--- src/rtl/bhm_pkg.sv ---
`timescale 1ns/1ps
package bhm_pkg;

  typedef enum logic [2:0] {
    ST_IDLE   = 3'd0,
    ST_WAITLO = 3'd1,
    ST_REQ    = 3'd2,
    ST_ADDR   = 3'd3,
    ST_DATA   = 3'd4,
    ST_WHOLD  = 3'd5
  } bhm_state_e;

  localparam logic [1:0] BST_IDLE  = 2'b00;
  localparam logic [1:0] BST_READ  = 2'b01;
  localparam logic [1:0] BST_WRITE = 2'b10;

  function automatic logic in_access(input bhm_state_e s);
    return (s == ST_ADDR) || (s == ST_DATA) || (s == ST_WHOLD);
  endfunction

  function automatic logic owns_bus(input bhm_state_e s);
    return (s == ST_REQ) || in_access(s);
  endfunction

endpackage

--- src/rtl/bhm_seq.sv ---
`timescale 1ns/1ps
module bhm_seq
  import bhm_pkg::*;
#(
  parameter int CNT_W = 8
) (
  input  logic             clk,
  input  logic             rst,
  input  logic             start,
  input  logic             start_wr,
  input  logic [CNT_W-1:0] start_cnt,
  input  logic             hlda,
  output bhm_state_e       state_q,
  output bhm_state_e       state_d,
  output logic             dir_q,
  output logic             dir_d
);

  localparam logic [CNT_W-1:0] ONE = CNT_W'(1);

  logic [CNT_W-1:0] rem_q, rem_d;
  logic             pre_q, pre_d;

  always_comb begin
    state_d = state_q;
    rem_d   = rem_q;
    dir_d   = dir_q;
    pre_d   = pre_q;
    case (state_q)
      ST_IDLE: begin
        if (start && (start_cnt != '0)) begin
          rem_d   = start_cnt;
          dir_d   = start_wr;
          pre_d   = 1'b0;
          state_d = hlda ? ST_WAITLO : ST_REQ;
        end
      end
      ST_WAITLO: if (!hlda) state_d = ST_REQ;
      ST_REQ:    if (hlda)  state_d = ST_ADDR;
      ST_ADDR: begin
        pre_d   = !hlda;
        state_d = ST_DATA;
      end
      ST_DATA, ST_WHOLD: begin
        if ((state_q == ST_DATA) && dir_q) begin
          state_d = ST_WHOLD;
        end else if (rem_q == ONE) begin
          rem_d   = '0;
          state_d = ST_IDLE;
        end else begin
          rem_d   = rem_q - ONE;
          state_d = pre_q ? ST_WAITLO : ST_ADDR;
        end
      end
      default: state_d = ST_IDLE;
    endcase
  end

  always_ff @(posedge clk) begin
    if (rst) begin
      state_q <= ST_IDLE;
      rem_q   <= '0;
      dir_q   <= 1'b0;
      pre_q   <= 1'b0;
    end else begin
      state_q <= state_d;
      rem_q   <= rem_d;
      dir_q   <= dir_d;
      pre_q   <= pre_d;
    end
  end

  AST_REQ_AFTER_LOW: assert property (@(posedge clk) disable iff (rst)
    (state_q == ST_REQ && $past(state_q) != ST_REQ) |-> !$past(hlda));
  AST_ACCESS_ON_GRANT: assert property (@(posedge clk) disable iff (rst)
    (state_q == ST_ADDR && $past(state_q) == ST_REQ) |-> $past(hlda));
  AST_DATA_AFTER_ADDR: assert property (@(posedge clk) disable iff (rst)
    (state_q == ST_DATA) |-> ($past(state_q) == ST_ADDR));
  AST_PREEMPT_STOPS: assert property (@(posedge clk) disable iff (rst)
    (state_q == ST_ADDR && !hlda) |=> ##1 (state_q != ST_ADDR));
  AST_REMAINDER_KEPT: assert property (@(posedge clk) disable iff (rst)
    (state_q == ST_WAITLO) |-> (rem_q != '0));

endmodule

--- src/rtl/bhm_outreg.sv ---
`timescale 1ns/1ps
module bhm_outreg
  import bhm_pkg::*;
(
  input  logic       clk,
  input  logic       rst,
  input  bhm_state_e state_d,
  input  logic       dir_d,
  output logic       hold_q,
  output logic [1:0] status_q,
  output logic       addr_oe_q,
  output logic       data_oe_q,
  output logic       busy_q
);

  logic       acc_d;
  logic [1:0] status_d;

  always_comb begin
    acc_d    = in_access(state_d);
    status_d = BST_IDLE;
    if (acc_d) status_d = dir_d ? BST_WRITE : BST_READ;
  end

  always_ff @(posedge clk) begin
    if (rst) begin
      hold_q    <= 1'b0;
      status_q  <= BST_IDLE;
      addr_oe_q <= 1'b0;
      data_oe_q <= 1'b0;
      busy_q    <= 1'b0;
    end else begin
      hold_q    <= owns_bus(state_d);
      status_q  <= status_d;
      addr_oe_q <= acc_d;
      data_oe_q <= dir_d && ((state_d == ST_DATA) || (state_d == ST_WHOLD));
      busy_q    <= (state_d != ST_IDLE);
    end
  end

  AST_OE_NEEDS_HOLD: assert property (@(posedge clk) disable iff (rst)
    !hold_q |-> (!addr_oe_q && !data_oe_q));
  AST_IDLE_NO_DATA: assert property (@(posedge clk) disable iff (rst)
    (status_q == BST_IDLE) |-> (!data_oe_q && !addr_oe_q));
  AST_HOLD_IMPLIES_BUSY: assert property (@(posedge clk) disable iff (rst)
    hold_q |-> busy_q);

endmodule

--- src/rtl/bhm_hold_edge.sv ---
`timescale 1ns/1ps
module bhm_hold_edge (
  input  logic clk,
  input  logic rst,
  input  logic cfg_fall,
  input  logic hold_rise,
  output logic hold
);

  logic hold_fall;

  always_ff @(negedge clk) begin
    if (rst) hold_fall <= 1'b0;
    else     hold_fall <= hold_rise;
  end

  assign hold = cfg_fall ? hold_fall : hold_rise;

  AST_FALL_TRACKS_RISE: assert property (@(posedge clk) disable iff (rst)
    hold_fall == hold_rise);

endmodule

--- src/rtl/bus_hold_master.sv ---
`timescale 1ns/1ps
module bus_hold_master
  import bhm_pkg::*;
#(
  parameter int CNT_W = 8
) (
  input  logic             clk,
  input  logic             rst,
  input  logic             cfg_hold_fall,
  input  logic             xfer_start,
  input  logic             xfer_write,
  input  logic [CNT_W-1:0] xfer_count,
  input  logic             hlda,
  output logic             hold,
  output logic [1:0]       bus_status,
  output logic             addr_oe,
  output logic             data_oe,
  output logic             xfer_busy
);

  bhm_state_e state_q, state_d;
  logic       dir_q, dir_d, hold_rise;

  bhm_seq #(.CNT_W(CNT_W)) u_seq (
    .clk       (clk),
    .rst       (rst),
    .start     (xfer_start),
    .start_wr  (xfer_write),
    .start_cnt (xfer_count),
    .hlda      (hlda),
    .state_q   (state_q),
    .state_d   (state_d),
    .dir_q     (dir_q),
    .dir_d     (dir_d)
  );

  bhm_outreg u_out (
    .clk       (clk),
    .rst       (rst),
    .state_d   (state_d),
    .dir_d     (dir_d),
    .hold_q    (hold_rise),
    .status_q  (bus_status),
    .addr_oe_q (addr_oe),
    .data_oe_q (data_oe),
    .busy_q    (xfer_busy)
  );

  bhm_hold_edge u_edge (
    .clk       (clk),
    .rst       (rst),
    .cfg_fall  (cfg_hold_fall),
    .hold_rise (hold_rise),
    .hold      (hold)
  );

  AST_WAIT_NO_HOLD: assert property (@(posedge clk) disable iff (rst)
    (state_q == ST_WAITLO) |-> !hold_rise);
  AST_ACCESS_HOLDS: assert property (@(posedge clk) disable iff (rst)
    in_access(state_q) |-> (hold_rise && addr_oe));
  AST_STATUS_DIR: assert property (@(posedge clk) disable iff (rst)
    in_access(state_q) |-> (bus_status == (dir_q ? BST_WRITE : BST_READ)));

endmodule

--- config.mk ---
export PLATFORM = sky130hd
export DESIGN_NAME = bus_hold_master
export DESIGN_NICKNAME = d
export VERILOG_FILES = /design/src/rtl/bhm_pkg.sv /design/src/rtl/bhm_seq.sv /design/src/rtl/bhm_outreg.sv /design/src/rtl/bhm_hold_edge.sv /design/src/rtl/bus_hold_master.sv
export SDC_FILE = /design/constraint.sdc
export NUM_CORES = 1
export LEC_CHECK = 0
export ABC_AREA = 1
export BUFFER_PORTS_ARGS = -buffer_cell sky130_fd_sc_hd__buf_2
export CELL_PAD_IN_SITES_DETAIL_PLACEMENT = 0
export CELL_PAD_IN_SITES_GLOBAL_PLACEMENT = 1
export CORE_MARGIN = 5
export CORE_UTILIZATION = 41
export DETAILED_ROUTE_END_ITERATION = 10
export MAX_ROUTING_LAYER = met4
export PLACE_DENSITY_LB_ADDON = 0.1
export SLEW_MARGIN = 10
export SYNTH_ARGS = -nofsm -noshare
export SYNTH_HDL_FRONTEND = slang
export SYNTH_SLANG_ARGS = --single-unit
--- constraint.sdc ---
create_clock -name clk -period 3.5 [get_ports clk]
set_input_delay 0.35 -clock clk [delete_from_list [all_inputs] [get_ports clk]]
set_output_delay 0.35 -clock clk [all_outputs]
set_load 0.02 [all_outputs]
======== Word-level counts from Yosys, hierarchy flattened ========
Cells that the tools add are included.
storage, ports and cells
  register bits after elaboration ......... 20
  bits of input ports ..................... 14
  output and inout port bits .............. 6
  logic and storage cells ................. 59
cells by class
  bitwise logic cells ..................... 1
  eq/ne operators ......................... 12
  reduce and logical (&&, ||, !) cells .... 17
  multiplexer cells ....................... 18
  add/subtract/negate cells ............... 1
operators with widths
  kind                                                    number
  two-way mux 8 bit                                       3
  one-hot mux 8 bit (2 select lines)                      1
  two-way mux 3 bit                                       5
  one-hot mux 3 bit (5 select lines)                      1
  equality test 3 x 2 -> 1 bit (second input constant)    4
  equality test 3 bit (second input constant)             4
  equality test 8 x 1 -> 1 bit (second input constant)    1
  nonzero test 8 bit                                      1
  subtractor 8 x 1 -> 8 bit (second input constant)       1
  two-way mux 2 bit                                       3
  logical OR 1 bit                                        4
  two-way mux 1 bit                                       4
  nonzero test 2 bit                                      2
  OR reduction 2 bit                                      2
  equality test 3 x 1 -> 1 bit (second input constant)    1
  logical AND 1 bit                                       3
  logical NOT 3 bit                                       1
  AND reduction 3 bit                                     1
  nonzero test 3 bit                                      1
  inequality test 2 x 1 -> 1 bit (second input constant)  1
  inequality test 2 bit (second input constant)           1
  one-hot mux 1 bit (2 select lines)                      1
  AND reduction 2 bit                                     1
  logical NOT 1 bit                                       1
  NOT 1 bit                                               1

======== Longest topological paths before layout ========
Gate-level depths: netlist of run 1.
  depth after elaboration ................. 9
  gate-level depth with buffers ........... 12

======== Hierarchy ========
From an unflattened synthesis of run 1, not the netlist that was laid out.
unflattened totals
  cells, all modules ...................... 186
  area, all modules ....................... 1164.9 um2
modules (own cells, without submodules)
  module         area each (um2)  sequential area each (um2)  times used  cells each
  bhm_seq        925.9            260.2                       1           157
  bhm_outreg     190.2            120.1                       1           21
  bhm_hold_edge  48.8             20.0                        1           8

==> impl_metrics.tcl, run 1 <==
set metrics [dict create \
    outcome "completed" \
    antennaDiodeCount 0 \
    globalplace.congestion 0.756 \
    antenna_found_initial 0 \
    worst_ep_arrival_time_ns 2.69 \
    power_w 0.000638 \
    final_net_count 205 \
    hold_ws_ns 0.291 \
    coreArea_um2 2710 \
    fp.dieH_um 62.8 \
    top_layer_used "met4" \
    stdcell_area_um2 1300 \
    ir_drop_v 0.000295 \
    fillers 306 \
    synth_area_leaders "dfxtp_1 35%, nand2_1 12%, inv_1 9.2%" \
    ys_types 28 \
    final_common_cell "nand2_1" \
    end_kind "output port" \
    overflow 0 \
    drt_iter0_drc 52 \
    r2r_slack_ns 1.29 \
    htree_levels 1 \
    r2r_start "u_out.hold_q$_SDFF_PP0_" \
    avgSynthCellArea_um2 6.81 \
    postPlaceCellArea_um2 1250 \
    synth.top_cell.area_share_pct 35.0 \
    numPortBuffers 19 \
    fin_setup_tns_ns 0 \
    post_cts_buffers 0 \
    wl_mm 2.33 \
    postCtsResizedCells 0 \
    clock_path_buffers 2 \
    wire_per_inst_um 10.6 \
    grt_max_degree 17 \
    synth_cells 168 \
    place_hpwl_mm 1.79 \
    syn_area_um2 1140 \
    cts.clk_slew.worst_paths_ns 0.12 \
    synth_area_leader_cell "dfxtp_1" \
    whs_path_depth 2 \
    hold_path.class "primary input to register" \
    min_from "hlda" \
    critPathRequiredTime_ns 3.15 \
    drive_above_1_share_pct 22.3 \
    holdPathEnd "u_seq.pre_q$_SDFFE_PP0P_" \
    leakage_nw 0.691 \
    path_class "register to output port" \
    rows 19 \
    multi_input_area_um2 594 \
    io_pins 20 \
    cts_tree "yes" \
    cts_root_buf "clkbuf_4" \
    via_per_inst 4.69 \
    r2r-end "u_edge.hold_fall$_SDFF_NP0_" \
    first_pass_iters 4 \
    drc_errors 0 \
    ys_seq_area_share_pct 35.0 \
    finalMaxSlewViolations 0 \
    tightest_slew_ns 0.656 \
    setup_viol 0 \
    start_kind "register" \
    maxCapViolations 0 \
    die-width_um 62.8 \
    power_density_nw_per_um2 491 \
    mostFrequentLayoutCells "37 x nand2_1, 28 x inv_1, 27 x nor2_1, 20 x dfxtp_1, 19 x buf_2" \
    grt_usage_pct 13.4 \
    initial_core_util_pct 42.2 \
    ys_async_sr_fraction_pct 0 \
    final_hold_viol_count 0 \
    final_util_pct 48.0 \
    route.met3.wl_um 91 \
    setup.worst_path.start "u_edge.hold_fall$_SDFF_NP0_" \
    seqCellArea_um2 400 \
    die_area_um2 3950 \
    syn_nets 184 \
    ff2ff_path_depth 2 \
    yosys_warnings 0 \
    holdBufCountCts 0 \
    num_vias 1027 \
    crit_path_max_fanout 1 \
    fin_skew_ns 0.0575 \
    insertion_delay_ns 0.36 \
    ant_nets 0 \
    wl_met2_um 993 \
    synth_edf_count 0 \
    grt_pass1_vias 979 \
    ys_ff_latch 20 \
    area_growth_pct 13.6 \
    cts_sinks 20 \
    grt_pass1_wl_mm 4.28 \
    rsz0062_at_grt "false" \
    relSlewSlack_pct 56.1 \
    cts_buffers 3 \
    wl_met1_mm 1.23 \
    ys.flop_type "dfxtp_1" \
]
[Yosys cell counts, types with 2 or more instances]
cell type  instances
nand2_1           37
inv_1             28
nor2_1            27
dfxtp_1           20
nand3_1            8
o22ai_1            7
nand3_2            5
inv_2              4
a21oi_1            3
nor2_2             3
xor2_1             3
buf_6              2
ha_1               2
nand2_2            2
nand4_1            2
o21ai_0            2
o21ai_1            2
[metal layers]
layer  up-vias  global-route usage, %
met4         0                   5.57
li1        561                      -
met1       448                   18.6
met3         2                   2.52
met2        16                   18.8
met5         -                      -
[cell type report]
class | instances | area share (%)
multi-input cells | 112 | 45.7
flip-flops and latches | 20 | 30.8
inverters | 32 | 9.24
repair buffers | 19 | 7.31
clock buffers | 4 | 3.66
well taps | 31 | 2.98
clock inverters | 1 | 0.289
[logic make-up (layout without fill, tap and decap cells)]
kind of cell	Yosys count	count (layout)	synth area share [%]
xor gates and xnor gates	4	4	3.06
buffers and inverters	36	56	13.1
AOI/OAI and AO/OA	17	17	9.73
and+or+nand+nor	89	89	36.9
DFF	20	20	35.0
adders and majority gates	2	2	2.19
[sequential cells by signal (all words and copies together), names as in the netlist]
signal,cells
u_seq.dir_q,1
u_out.data_oe_q,1
u_seq.pre_q,1
u_out.addr_oe_q,1
u_out.hold_q,1
u_out.busy_q,1
u_out.status_q,2
u_seq.rem_q,8
u_seq.state_q,3
u_edge.hold_fall,1
[report_power, final]
part           internal, W  switching, W  total, W
logic            0.0000739      0.000122  0.000195
clock network    0.0000886     0.0000795  0.000168
registers         0.000256     0.0000195  0.000275
[critical path, cell delays in order, from the launching register on]
cell and delay, ns:
dfxtp_1 0.30, nand2_1 0.04, o21ai_0 0.05, buf_2 0.18
[through the flow]
| stage | setup WS, ns | cells |
|---|---|---|
| after detailed placement | 0.833 | 215 |
| after CTS | 0.441 | 219 |
| final | 0.464 | 219 |
| after floorplan | 0.855 | 168 |
| after global routing | 0.368 | 219 |
| after global placement | 0.836 | 215 |
[how the worst max path moves through the flow]
stage	cells past startpoint	end
after detailed placement	3	hold
after CTS	3	hold
after global routing	3	hold
after global placement	3	hold
after floorplan	2	hold
final	3	hold
(Power assumes the default switching activity.)
==> run 2: changes to the inputs <==
--- a/config.mk
+++ b/config.mk
@@ -8,9 +8,10 @@
 export ABC_AREA = 1
 export BUFFER_PORTS_ARGS = -buffer_cell sky130_fd_sc_hd__buf_2
 export CELL_PAD_IN_SITES_DETAIL_PLACEMENT = 0
-export CELL_PAD_IN_SITES_GLOBAL_PLACEMENT = 1
+export CELL_PAD_IN_SITES_GLOBAL_PLACEMENT = 2
+export CORE_ASPECT_RATIO = 0.9
 export CORE_MARGIN = 5
-export CORE_UTILIZATION = 41
+export CORE_UTILIZATION = 32
 export DETAILED_ROUTE_END_ITERATION = 10
 export MAX_ROUTING_LAYER = met4
 export PLACE_DENSITY_LB_ADDON = 0.1
==> impl_metrics.tcl, run 2 (same netlist as run 1, synthesis figures left out) <==
set metrics [dict create \
    outcome "completed" \
    coreArea_um2 3400 \
    drive_above_1_share_pct 22.3 \
    cts_root_buf "clkbuf_8" \
    relSlewSlack_pct 53.3 \
    post_cts_buffers 0 \
    drc_errors 0 \
    grt_max_degree 17 \
    dp_slack_ns 0.826 \
    power_density_nw_per_um2 512 \
    ir_drop_v 0.000237 \
    regMostFlops "u_seq.rem_q" \
    wire_per_inst_um 11.0 \
    fin_skew_ns 0.0633 \
    place_hpwl_mm 2.00 \
    initial_core_util_pct 33.6 \
    top_regs "u_seq.rem_q (8), u_seq.state_q (3), u_out.status_q (2)" \
    numPortBuffers 19 \
    num_vias 1022 \
    die_area_um2 4880 \
    wl_mm 2.56 \
    rsz0062_at_grt "false" \
    grt_pass1_vias 988 \
    cts_tree "yes" \
    path_class "register to output port" \
    first_pass_iters 4 \
    drt_iter0_drc 63 \
    via_per_inst 4.41 \
    setup_viol 0 \
    tightest_slew_ns 0.699 \
    area_growth_pct 16.6 \
    fp.dieH_um 66.7 \
    antenna_found_initial 0 \
    holdBufCountCts 0 \
    end_kind "output port" \
    insertion_delay_ns 0.32 \
    postCtsResizedCells 0 \
    ant_nets 0 \
    grt_usage_pct 12.1 \
    cts.clk_slew.worst_paths_ns 0.08 \
    largest_reg_flops 8 \
    crit_path_max_fanout 1 \
    stdcell_area_um2 1340 \
    final_common_cell "nand2_1" \
    critPathRequiredTime_ns 3.15 \
    postPlaceCellArea_um2 1270 \
    final_net_count 205 \
    worst_ep_arrival_time_ns 2.65 \
    cts_buffers 3 \
    antennaDiodeCount 0 \
    mostFrequentLayoutCells "37 x nand2_1, 28 x inv_1, 27 x nor2_1, 20 x dfxtp_1, 19 x buf_2" \
    finalMaxSlewViolations 0 \
    grt_pass1_wl_mm 4.49 \
    io_pins 20 \
    leakage_nw 0.698 \
    hold_path.class "primary input to register" \
    die-width_um 73.1 \
    final_hold_viol_count 0 \
    rows 20 \
    setup_ws_ns 0.499 \
    hold_ws_ns 0.343 \
    htree_levels 1 \
    overflow 0 \
    maxCapViolations 0 \
    start_kind "register" \
    cts_sinks 20 \
    fin_setup_tns_ns 0 \
    clock_path_buffers 2 \
    globalplace.congestion 0.819 \
]
==> run 2: critical path, cell delays in order (launching register included) <==
cell and delay [ns]:
dfxtp_1 0.30, nand2_1 0.04, o21ai_0 0.06, buf_2 0.18
==> run 2: final cells by class <==
type / count / area [µm²]
Fill cell: 382 / 2070
Multi-Input combinational cell: 112 / 594
Sequential cell: 20 / 400
Inverter: 32 / 120
Timing Repair Buffer: 19 / 95.1
Clock buffer: 4 / 66.3
Tap cell: 44 / 55.1
Clock inverter: 1 / 3.75
==> run 2: worst paths after layout <==
path,from,end,slack [ns],depth (start not counted)
setup reg to reg,u_out.hold_q$_SDFF_PP0_,u_edge.hold_fall$_SDFF_NP0_,1.30,2
hold reg to reg,u_seq.pre_q$_SDFFE_PP0P_,u_seq.pre_q$_SDFFE_PP0P_,0.55,2
setup / recovery,u_edge.hold_fall$_SDFF_NP0_,hold,0.50,3
hold / removal,hlda,u_seq.pre_q$_SDFFE_PP0P_,0.34,2
==> run 2: where the power goes <==
part           switching (W)  internal (W)  total (W)  leakage (nW)
Clock              0.0000838      0.000125   0.000209        0.0392
Combinational       0.000125     0.0000741   0.000199         0.495
Sequential         0.0000199      0.000256   0.000275         0.165
Total               0.000229      0.000455   0.000684         0.698
==> run 2: metal layers <==
layer,vias to the layer above,share of wire (%),GRT usage [%]
met5,-,0,-
met4,0,0.43,3.46
met3,2,3.7,2.56
met2,15,41,16.9
met1,445,55,17.3
li1,560,-,-
==> run 2: per-stage QoR <==
stage / util, % / power, W / cells
finish: 39.2 / 0.000684 / 232
global route: 39.2 / 0.000738 / 232
CTS: 39.2 / 0.000695 / 232
detailed placement: 37.3 / 0.000485 / 228
global placement: 37.3 / 0.000483 / 228
floorplan: - / 0.000441 / 168
